<file path="config.mk">
export PLATFORM = sky130hd
export DESIGN_NAME = hblank_toggle_gen
export DESIGN_NICKNAME = d
export VERILOG_FILES = /design/src/rtl/hbt_pkg.sv /design/src/rtl/hbt_set_sel.sv /design/src/rtl/hbt_cmp.sv /design/src/rtl/hbt_seq.sv /design/src/rtl/hblank_toggle_gen.sv
export SDC_FILE = /design/constraint.sdc
export NUM_CORES = 1
export LEC_CHECK = 0
export ABC_AREA = 1
export BUFFER_PORTS_ARGS = -buffer_cell sky130_fd_sc_hd__buf_2
export CAP_MARGIN = 0
export CORE_MARGIN = 2
export CORE_UTILIZATION = 30
export DETAILED_ROUTE_END_ITERATION = 6
export MAX_ROUTING_LAYER = met4
export PLACE_DENSITY_LB_ADDON = 0.2
export SETUP_SLACK_MARGIN = 0.05
export SLEW_MARGIN = 25
export SYNTH_ARGS = -nofsm -noshare
export SYNTH_HDL_FRONTEND = slang
export SYNTH_SLANG_ARGS = --single-unit
</file>
<file path="constraint.sdc">
create_clock -name clk -period 2.5 [get_ports clk]
set_clock_uncertainty 0.2 [all_clocks]
set_input_delay 0.5 -clock clk [delete_from_list [all_inputs] [get_ports clk]]
set_output_delay 0.5 -clock clk [all_outputs]
set_load 0.02 [all_outputs]
</file>
<file path="src/rtl/hbt_pkg.sv">
package hbt_pkg;

  typedef enum logic {
    SET_BASE = 1'b0,
    SET_ALT  = 1'b1
  } tog_set_e;

  function automatic tog_set_e pick_set(input logic alt, input logic odd);
    return (alt && !odd) ? SET_ALT : SET_BASE;
  endfunction

endpackage

</file>
<file path="src/rtl/hbt_set_sel.sv">
module hbt_set_sel
  import hbt_pkg::*;
#(
  parameter int NUM_TOG  = 6,
  parameter int BASE_CNT = 2,
  parameter int IDX_W    = 3
) (
  input  logic             alt_en,
  input  logic             line_odd,
  output logic [IDX_W-1:0] first_idx,
  output logic [IDX_W-1:0] last_idx
);

  localparam logic [IDX_W-1:0] BASE_FIRST = '0;
  localparam logic [IDX_W-1:0] BASE_LAST  = IDX_W'(BASE_CNT - 1);
  localparam logic [IDX_W-1:0] ALT_FIRST  = IDX_W'(BASE_CNT);
  localparam logic [IDX_W-1:0] ALT_LAST   = IDX_W'(NUM_TOG - 1);

  tog_set_e set_sel;

  always_comb begin
    set_sel = pick_set(alt_en, line_odd);
    if (set_sel == SET_ALT) begin
      first_idx = ALT_FIRST;
      last_idx  = ALT_LAST;
    end else begin
      first_idx = BASE_FIRST;
      last_idx  = BASE_LAST;
    end
  end

endmodule

</file>
<file path="src/rtl/hbt_cmp.sv">
module hbt_cmp #(
  parameter int PIX_W   = 12,
  parameter int NUM_TOG = 6,
  parameter int IDX_W   = 3
) (
  input  logic [NUM_TOG*PIX_W-1:0] tog_pos,
  input  logic [PIX_W-1:0]         pix_cnt,
  input  logic [IDX_W-1:0]         idx,
  output logic                     hit
);

  localparam int SLOTS = 1 << IDX_W;

  logic [SLOTS-1:0] eq;

  genvar k;
  generate
    for (k = 0; k < SLOTS; k++) begin : g_slot
      if (k < NUM_TOG) begin : g_live
        logic [PIX_W-1:0] pos;
        assign pos   = tog_pos[k*PIX_W +: PIX_W];
        assign eq[k] = (pos == pix_cnt) && (pos != {PIX_W{1'b1}});
      end else begin : g_pad
        assign eq[k] = 1'b0;
      end
    end
  endgenerate

  assign hit = eq[idx];

endmodule

</file>
<file path="src/rtl/hbt_seq.sv">
module hbt_seq #(
  parameter int IDX_W = 3
) (
  input  logic             clk,
  input  logic             rst_n,
  input  logic             hsync,
  input  logic [IDX_W-1:0] first_idx,
  input  logic [IDX_W-1:0] last_idx,
  input  logic             hit,
  output logic [IDX_W-1:0] idx,
  output logic             level
);

  logic [IDX_W-1:0] last_q;
  logic             armed_q;

  always_ff @(posedge clk or negedge rst_n) begin
    if (!rst_n) begin
      level   <= 1'b0;
      idx     <= '0;
      last_q  <= '0;
      armed_q <= 1'b0;
    end else if (hsync) begin
      level   <= 1'b0;
      idx     <= first_idx;
      last_q  <= last_idx;
      armed_q <= 1'b1;
    end else if (armed_q && hit) begin
      level <= ~level;
      if (idx == last_q) armed_q <= 1'b0;
      else               idx     <= idx + IDX_W'(1);
    end
  end

endmodule

</file>
<file path="src/rtl/hblank_toggle_gen.sv">
module hblank_toggle_gen #(
  parameter int PIX_W    = 12,
  parameter int NUM_TOG  = 6,
  parameter int BASE_CNT = 2
) (
  input  logic                     clk,
  input  logic                     rst_n,
  input  logic                     hsync,
  input  logic [PIX_W-1:0]         pix_cnt,
  input  logic                     line_odd,
  input  logic                     alt_en,
  input  logic [NUM_TOG*PIX_W-1:0] tog_pos,
  output logic                     hblank
);

  localparam int IDX_W = $clog2(NUM_TOG);

  logic [IDX_W-1:0] first_idx, last_idx, idx;
  logic             hit;

  hbt_set_sel #(.NUM_TOG(NUM_TOG), .BASE_CNT(BASE_CNT), .IDX_W(IDX_W)) u_sel (
    .alt_en    (alt_en),
    .line_odd  (line_odd),
    .first_idx (first_idx),
    .last_idx  (last_idx)
  );

  hbt_cmp #(.PIX_W(PIX_W), .NUM_TOG(NUM_TOG), .IDX_W(IDX_W)) u_cmp (
    .tog_pos (tog_pos),
    .pix_cnt (pix_cnt),
    .idx     (idx),
    .hit     (hit)
  );

  hbt_seq #(.IDX_W(IDX_W)) u_seq (
    .clk       (clk),
    .rst_n     (rst_n),
    .hsync     (hsync),
    .first_idx (first_idx),
    .last_idx  (last_idx),
    .hit       (hit),
    .idx       (idx),
    .level     (hblank)
  );

endmodule

</file>
==> flow_metrics.tcl, run 1 <==
set metrics [dict create \
    postSynthAreaPerCell_sq_um 5.252 \
    critPathKind "input pin to flip-flop" \
    finalSetupViolations 0 \
    synth_area_leaders "nand2_1 30%, xnor2_1 10%, dfrtp_1 9.3%" \
    h-tree-depth 1 \
    die_w_um 83.39 \
    dp_hpwl_mm 5.478 \
    nFillCells 695 \
    syn-num-nets 450 \
    detail-route-antenna-nets 0 \
    status "complete, no violations" \
    p_leak_nw 1.410 \
    finish.utilization_pct 40.16 \
    drc 0 \
    fin_ws_ns 0.6256 \
    yosys-top-cells-count "152 x nand2_1, 46 x inv_1, 44 x nor2_1, 22 x xnor2_1, 14 x nand3_1" \
    core_area_sq_um 5991 \
    syn_area_sq_um 1891 \
    end_kind "flip-flop" \
    startpoint_type "input pin" \
    clkLatencyLatePin_ns 0.23 \
    grt_pass1_vias 2181 \
    timing.slew.headroom_pct 81.58 \
    crit_path_max_incr_delay_ns 0.22 \
    clockBufferDepth 2 \
    crit_slowest_cell "buf_2" \
    hold_ws_ns 0.3018 \
    crit_chain "buf_2 > inv_2 > nand2_1 > nand2_1 > nor2_1 > nand2_1 > nor2_1 > nand3_1 > nand3_2 > nand3_4 > nand3_4 > nand3_2 > nand2_1 > nand2_1" \
    clkTransAtPathRegs_ns 0.04 \
    ios 90 \
    via_count 2336 \
    drt-initial-drc-count 77 \
    cts_root_buffer "clkbuf_8" \
    numCtsBuffers 3 \
    power-per-cell-area_nw_per_um2 358.0 \
    first_pass_iters 4 \
    drive_gt1_share_pct 25.39 \
    synth_edf_count 0 \
    synth_warnings 0 \
    placementRows 28 \
    routedWlPerCell_um 12.45 \
    placed_area_sq_um 2351 \
    yosysTopAreaCell "nand2_1" \
    yosysSeqAreaShare_pct 9.265 \
    wl_met1_mm 3.197 \
    wirelength_mm 6.473 \
    final_nets 536 \
    post-cts-setup-buffer-count 0 \
    cp.required_ns 2.42 \
    wl_met3_um 431 \
    cp.arrival_ns 1.79 \
    synth.most_common_cell "nand2_1" \
    antenna_found_initial 0 \
    start_util_pct 31.56 \
    place_inst 515 \
    fin_area_sq_um 2406 \
    area_growth_pct 27.27 \
    dieArea_sq_um 6953 \
    synth_cell_types 32 \
    grt_pass1_wl_mm 10.36 \
    cp_max_fo 7 \
    regArea_sq_um 175.2 \
    layout.cells.non_filler 520 \
    min_period_over_period_pct 74.98 \
    ctsResizeCount 0 \
    slew_violations 0 \
    gp_congestion 0.8557 \
    diodes 0 \
    power_mw 0.8614 \
    worst_pin_slew_ns 0.2760 \
    irDropWorstVdd_mv 0.2535 \
    multiInputGateArea_sq_um 1430 \
    ys_ff_latch 7 \
    synth_top_cell_area_share_pct 30.18 \
    met2WireLength_mm 2.780 \
    synthArstFlopShare_pct 100.0 \
    ys.flop_type "dfrtp_1" \
    rsz0062_at_grt "false" \
    highest_layer "met4" \
    synthCells 360 \
    tritoncts "yes" \
    die_h_um 83.39 \
    max_freq_mhz 533.5 \
    clock-sinks 7 \
    grt_start_max_net_pins 9 \
    crit_top_cell "nand2_1" \
    min_period_ns 1.874 \
    dp_slack_ns 0.3757 \
    hold_path_class "flip-flop to flip-flop" \
    grt_use_total_pct 18.76 \
    ctsHoldBuffers 1 \
    cap_viol_max_count 0 \
    fin_setup_tns_ns 0 \
    overflow 0 \
    finalHoldViolCount 0 \
    via_per_inst 4.492 \
    portBuffers 89 \
]
cell families (layout without fill, tap and decap cells):
kind of cell	Yosys count	in the layout	share of synthesized area, %
DFF	7	7	9.265
buffers and inverters	63	148	15.09
xor gates and xnor gates	31	31	14.36
adders and majority gates	1	1	0.6617
and+or+nand+nor	248	248	57.31
AOI/OAI and AO/OA	10	10	3.309
sequential cells by signal, indices dropped and copies added (netlist names):
name,flops
u_seq.last_q,2
u_seq.level,1
u_seq.armed_q,1
u_seq.idx,3
cell type report:
class	count	share of cell area (%)
Multi-Input combinational cell	290	59.44
Timing Repair Buffer	91	19.24
Inverter	53	8.268
Sequential cell	7	7.280
Tap cell	75	3.900
Clock buffer	4	1.872
power by group:
| part | leakage, nW | total [mW] | switching, mW | internal (mW) |
|---|---|---|---|---|
| combinational | 1.30 | 0.524 | 0.305 | 0.219 |
| sequential | 0.0826 | 0.178 | 0.0331 | 0.145 |
| clock | 0.0228 | 0.160 | 0.0493 | 0.110 |
| total | 1.41 | 0.861 | 0.388 | 0.474 |
final timing paths:
kind                                  from         endpoint  slack (ns)  cells past startpoint
min in group asynchronous            rst_n      u_seq.level        0.42                      2
hold / removal             u_seq.last_q[2]  u_seq.last_q[2]        0.30                      2
setup reg to reg              u_seq.idx[0]     u_seq.idx[2]        0.74                     12
hold reg to reg            u_seq.last_q[2]  u_seq.last_q[2]        0.30                      2
max in group asynchronous            rst_n     u_seq.idx[2]        1.52                      2
setup / recovery                pix_cnt[3]     u_seq.idx[2]        0.63                     14
layout by cell type, fill, tap and decap left out, types with 2 or more instances in the layout:
cell type,count
nand3_4,2
inv_2,7
nand4_1,13
xor2_1,9
nor3_1,3
nor2_1,44
nand3_1,14
nand3b_1,4
dfrtp_1,7
buf_2,89
clkbuf_8,3
or2_0,3
o21ai_0,2
a21oi_1,3
xnor2_1,22
inv_1,46
nand2_2,3
nand3_2,4
nand2_1,152
per-layer routing:
layer,up-vias,GRT usage [%]
met5,-,-
li1,1264,-
met4,0,3.279
met3,6,3.181
met2,83,29.25
met1,983,25.76
critical path: cells and delay by family:
family / cells / cell delay [ns]
AND/OR/NAND/NOR: 12 / 0.96
buffers and inverters: 2 / 0.32
(Power assumes the default switching activity.)
==> run 2, diff against run 1 <==
==> constraint.sdc (replaced) <==
create_clock -name clk -period 1.8 [get_ports clk]
set_clock_uncertainty 0.2 [all_clocks]
set_input_delay 0.36 -clock clk [delete_from_list [all_inputs] [get_ports clk]]
set_output_delay 0.36 -clock clk [all_outputs]
set_load 0.02 [all_outputs]
==> flow_metrics.tcl, run 2 (synthesized netlist as in run 1, its figures left out) <==
set metrics [dict create \
    critPathBufInv 1 \
    cp-endpoint "u_seq.idx[0]" \
    status "complete, no violations" \
    cp.required_ns 1.71 \
    detail-route-antenna-nets 0 \
    die_w_um 83.39 \
    largest_register_ffs 3 \
    reg2regPathDepth 12 \
    area_growth_pct 35.74 \
    die_h_um 83.39 \
    ios 90 \
    hold_path_class "input pin to flip-flop" \
    hold_ws_ns 0.2109 \
    critPathKind "flip-flop to flip-flop" \
    numCtsBuffers 3 \
    h-tree-depth 1 \
    crit_family "simple AND/OR/NAND/NOR gates" \
    wirelength_mm 6.537 \
    dp_hpwl_mm 5.586 \
    overflow 0 \
    hold_depth 3 \
    max_freq_mhz 592.4 \
    layout.cells.non_filler 532 \
    final_cell_mix "150 x nand2_1, 80 x buf_2, 43 x inv_1, 42 x nor2_1, 22 x xnor2_1" \
    end_kind "flip-flop" \
    first_pass_iters 4 \
    clkTransAtPathRegs_ns 0.04 \
    via_per_inst 4.491 \
    place_inst 525 \
    grt_use_total_pct 19.25 \
    timing.slew.headroom_pct 82.06 \
    core_area_sq_um 5991 \
    min_period_ns 1.688 \
    portBuffers 89 \
    via_count 2389 \
    min_period_over_period_pct 93.78 \
    drive_gt1_share_pct 29.32 \
    clockBufferDepth 2 \
    finalSetupViolations 0 \
    slew_violations 0 \
    antenna_found_initial 0 \
    cap_viol_max_count 0 \
    crit_top_cell "nand2_1" \
    largest-register "u_seq.idx" \
    rrSetupSlack_ns 0.11 \
    dieArea_sq_um 6953 \
    start_util_pct 31.56 \
    path_depth 12 \
    tritoncts "yes" \
    crit_path_max_incr_delay_ns 0.39 \
    crit_start "u_seq.idx[0]" \
    clock-sinks 7 \
    worst_pin_slew_ns 0.2666 \
    power-per-cell-area_nw_per_um2 494.7 \
    startpoint_type "flip-flop" \
    irDropWorstVdd_mv 0.2506 \
    cp_max_fo 5 \
    drt-initial-drc-count 108 \
    crit_chain "inv_2 > nand2_1 > nor2_1 > nand2_1 > nor2_1 > nand3_1 > nand3_2 > nand3_4 > nand3_4 > nand3_2 > nand2_1 > nand2_1" \
    r2r_end "u_seq.idx[0]" \
    drc 0 \
    reg2reg_from "u_seq.idx[0]" \
    final_nets 548 \
    finish.utilization_pct 42.84 \
    layout_commonest_cell "nand2_1" \
    crit_slowest_cell "dfrtp_1" \
    grt_pass1_wl_mm 10.71 \
    p_leak_nw 1.478 \
    cp.arrival_ns 1.60 \
    diodes 0 \
    nFillCells 673 \
    power_mw 1.269 \
    reg.largest.list "u_seq.idx: 3 flops, u_seq.last_q: 2 flops" \
    rsz0062_at_grt "true" \
    worstHoldStart "alt_en" \
    cts_root_buffer "clkbuf_8" \
    routedWlPerCell_um 12.29 \
    finalHoldViolCount 0 \
    gp_congestion 0.9067 \
    placementRows 28 \
    clkLatencyLatePin_ns 0.23 \
    grt_start_max_net_pins 9 \
    grt_pass1_vias 2219 \
]
run 2: cell types whose count changed in the layout (fill, tap and decap cells not counted), moves of 2 or more:
| cell | delta |
|---|---|
| nor2_1 | -2 |
| nand2_1 | -2 |
| inv_1 | -3 |
| clkbuf_4 | +3 |
| buf_4 | +14 |
| buf_6 | +3 |
| inv_4 | +2 |
| nand2_2 | +2 |
| nor2_2 | +2 |
| buf_2 | -9 |
run 2: through the flow:
stage / setup TNS, ns / setup slack, ns / instance area, sq um
after global placement: -0.7722 / -0.1807 / 2439
after global routing: -0.3027 / -0.08978 / 2566
after CTS: 0 / 0.05044 / 2499
after floorplan: 0 / 0.1280 / 1891
after detailed placement: -0.8881 / -0.2038 / 2439
final: 0 / 0.1119 / 2566
run 2: per-layer routing:
| metal | global-route usage, % | up-vias | routed length (um) |
|---|---|---|---|
| met5 | - | - | 0 |
| met4 | 2.683 | 0 | 30 |
| li1 | - | 1285 | - |
| met3 | 1.789 | 4 | 490 |
| met1 | 26.27 | 1022 | 3011 |
| met2 | 31.67 | 78 | 3005 |
run 2: worst min-delay path by stage:
stage / end / slack (ns)
2_1_floorplan: u_seq.armed_q / -0.14
3_3_place_gp: u_seq.level / 0.002
3_5_place_dp: u_seq.level / 0.002
4_1_cts: u_seq.last_q[2] / 0.21
5_1_grt: u_seq.last_q[2] / 0.24
6_report: u_seq.last_q[2] / 0.21
run 2: final cells by class:
cell class / count / area, sq um / area share, %
Multi-Input combinational cell: 290 / 1449 / 56.46
Timing Repair Buffer: 103 / 599.3 / 23.35
Inverter: 53 / 203.9 / 7.947
Sequential cell: 7 / 175.2 / 6.826
Tap cell: 75 / 93.84 / 3.657
Clock buffer: 4 / 45.04 / 1.755
run 2: report_power, final:
group,internal (mW),switching [mW]
logic,0.365,0.435
clock network,0.153,0.0659
registers,0.201,0.0496
total,0.719,0.550
run 2: repair_timing:
item                                    4_1_cts  5_1_grt
hold buffers                                  1        0
endpoints found under the hold margin         7        0
pin swaps                                     0       24
endpoints found under the setup margin        4        5
gates resized for setup                       2       25
setup buffers                                 0        2
run 2: tightest hold or removal path: stages:
cell	delay, ns
buf_2	0.08
nand3b_1	0.10
nand2_1	0.07
==> run 3, diff against run 2 <==
--- a/config.mk
+++ b/config.mk
@@ -8,7 +8,7 @@
 export ABC_AREA = 1
 export BUFFER_PORTS_ARGS = -buffer_cell sky130_fd_sc_hd__buf_2
 export CAP_MARGIN = 0
-export CORE_MARGIN = 2
+export CORE_MARGIN = 5
 export CORE_UTILIZATION = 30
 export DETAILED_ROUTE_END_ITERATION = 6
 export MAX_ROUTING_LAYER = met4
@@ -17,4 +17,5 @@
 export SLEW_MARGIN = 25
 export SYNTH_ARGS = -nofsm -noshare
 export SYNTH_HDL_FRONTEND = slang
+export SYNTH_HIERARCHICAL = 1
 export SYNTH_SLANG_ARGS = --single-unit
==> flow_metrics.tcl, run 3 <==
set metrics [dict create \
    nFillCells 741 \
    drive_gt1_share_pct 25.96 \
    synth_edf_count 0 \
    clkLatencyLatePin_ns 0.23 \
    final_nets 585 \
    hold_depth 4 \
    gp_congestion 0.9419 \
    synth_top_cell_area_share_pct 33.18 \
    placementRows 29 \
    syn_area_sq_um 1957 \
    hold_path_class "input pin to flip-flop" \
    hold_ws_ns 0.1904 \
    start_util_pct 30.82 \
    die_w_um 90.77 \
    tritoncts "yes" \
    drc 0 \
    wirelength_mm 7.567 \
    place_inst 565 \
    reg.largest.list "u_seq/idx: 3 flops, u_seq/last_q: 3 flops" \
    final_cell_mix "169 x nand2_1, 86 x buf_2, 51 x inv_1, 48 x nor2_1, 20 x nand3_1" \
    layout.cells.non_filler 570 \
    synth_area_leaders "nand2_1 33%, dfrtp_1 10%, inv_1 9.8%" \
    reg2regPathDepth 13 \
    placed_area_sq_um 2489 \
    numCtsBuffers 3 \
    antenna_found_initial 0 \
    synthArstFlopShare_pct 100.0 \
    core_area_sq_um 6350 \
    synth_cell_types 24 \
    cp_max_fo 4 \
    finalSetupViolations 1 \
    r2r_end "u_seq/idx[0]" \
    routedWlPerCell_um 13.28 \
    portBuffers 89 \
    cap_viol_max_count 0 \
    rsz0062_at_grt "true" \
    yosys-top-cells-count "173 x nand2_1, 51 x inv_1, 49 x nor2_1, 20 x nand3_1, 17 x xnor2_1" \
    die_h_um 90.77 \
    diodes 0 \
    clkTransAtPathRegs_ns 0.04 \
    rrSetupSlack_ns -0.002 \
    finalHoldViolCount 0 \
    clock-sinks 8 \
    power-per-cell-area_nw_per_um2 527.1 \
    dieArea_sq_um 8238 \
    min_period_ns 1.802 \
    fin_area_sq_um 2592 \
    via_count 2652 \
    h-tree-depth 1 \
    status "complete, but fails checks" \
    min_period_over_period_pct 100.1 \
    via_per_inst 4.653 \
    postSynthAreaPerCell_sq_um 4.892 \
    grt_start_max_net_pins 13 \
    ys_ff_latch 8 \
    clockBufferDepth 2 \
    cp.required_ns 1.71 \
    synthCells 400 \
    yosysTopAreaCell "nand2_1" \
    grt_pass1_wl_mm 12.29 \
    dp_hpwl_mm 6.288 \
    ios 90 \
    whs_endpoint "u_seq/last_q[2]" \
    irDropWorstVdd_mv 0.4169 \
    startpoint_type "flip-flop" \
    yosysSeqAreaShare_pct 10.23 \
    grt_pass1_vias 2534 \
    cts_root_buffer "clkbuf_8" \
    dp_slack_ns -0.3569 \
    worstHoldStart "line_odd" \
    fin_ws_ns -0.002171 \
    cp.arrival_ns 1.71 \
    synth_warnings 6 \
    overflow 0 \
    violations "setup timing" \
    p_leak_nw 1.542 \
    synth.most_common_cell "nand2_1" \
    end_kind "flip-flop" \
    detail-route-antenna-nets 0 \
    slew_violations 0 \
    area_growth_pct 32.48 \
    first_pass_iters 4 \
    critPathKind "flip-flop to flip-flop" \
    reg2reg_from "u_seq/idx[0]" \
    ys.flop_type "dfrtp_1" \
    drt-initial-drc-count 223 \
    max_freq_mhz 554.9 \
    layout_commonest_cell "nand2_1" \
    grt_use_total_pct 18.54 \
]
run 3: cell count changes after synthesis, sizes merged, moves of 2 or more:
cell | previous run | this run
nor3 | 3 | 7
o21ai | 3 | 15
nand4 | 13 | 7
or2 | 5 | 2
o21bai | 0 | 2
xnor2 | 22 | 17
xor2 | 9 | 3
buf | 10 | 14
nor2 | 45 | 51
conb | 0 | 2
inv | 53 | 64
nand2 | 155 | 176
run 3: final cells by class:
type                            count  area [sq um]  area share (%)
Clock buffer                        3         41.29           1.593
Inverter                           64         242.7           9.363
Multi-Input combinational cell    316          1448           55.84
Sequential cell                     8         200.2           7.722
Tap cell                           77         96.34           3.716
Timing Repair Buffer              102         564.3           21.77
run 3: critical path, stage by stage (launching register included):
cell and delay [ns]:
dfrtp_1 0.41, buf_6 0.15, nor2_1 0.08, nand2_1 0.06
nor2_1 0.11, nand3_1 0.10, nand3_1 0.09, nand3_1 0.07
nand2_1 0.08, nand2_2 0.08, nand2_4 0.09, nand2_4 0.05
nand2_1 0.05, nand2_1 0.04
run 3: per-stage QoR:
stage	utilization [%]	setup TNS (ns)	total power, mW
2_1_floorplan	-	0	0.7666
3_3_place_gp	39.19	-1.587	1.080
3_5_place_dp	39.19	-1.616	1.083
4_1_cts	40.47	-0.03409	1.342
5_1_grt	40.83	-0.4573	1.498
6_report	40.83	-0.002171	1.367
run 3: kinds of logic (layout without fill, tap and decap cells):
family | Yosys count | count (layout) | synth area share (%)
AOI/OAI and AO/OA | 25 | 25 | 7.160
DFF | 8 | 8 | 10.23
and+or+nand+nor | 266 | 266 | 55.11
buffers and inverters | 78 | 169 | 17.52
adders and majority gates | 1 | 1 | 0.6393
xor gates and xnor gates | 20 | 20 | 8.952
other | 2 | 4 | 0.3838
run 3: how the worst max path moves through the flow:
stage | from | end | slack, ns | cells past startpoint
2_1_floorplan | pix_cnt[7] | u_seq/idx[0] | 0.07 | 16
3_3_place_gp | pix_cnt[9] | u_seq/idx[1] | -0.35 | 16
3_5_place_dp | pix_cnt[9] | u_seq/idx[1] | -0.36 | 16
4_1_cts | u_seq/idx[0] | u_seq/idx[1] | -0.02 | 13
5_1_grt | u_seq/idx[0] | u_seq/idx[0] | -0.12 | 13
6_report | u_seq/idx[0] | u_seq/idx[0] | -0.002 | 13
run 3: metal layers:
| layer | vias up | GRT usage [%] | part of all wire, % |
|---|---|---|---|
| li1 | 1385 | - | - |
| met1 | 1134 | 25.10 | 45 |
| met2 | 124 | 30.02 | 45 |
| met3 | 9 | 2.500 | 8.3 |
| met4 | 0 | 2.605 | 1.3 |
| met5 | - | - | 0 |
run 3: power breakdown:
part	total, mW	internal [mW]	switching (mW)
clock network	0.214	0.145	0.0694
logic	0.851	0.368	0.483
registers	0.301	0.231	0.0707
total	1.37	0.744	0.623
run 3: what timing repair did:
action / in CTS / in global routing
buffers inserted: 1 / 0
pin swaps: 16 / 6
hold buffers: 1 / 0
hold endpoints to repair: 8 / 0
resized for setup: 8 / 6
setup endpoints to repair: 5 / 5
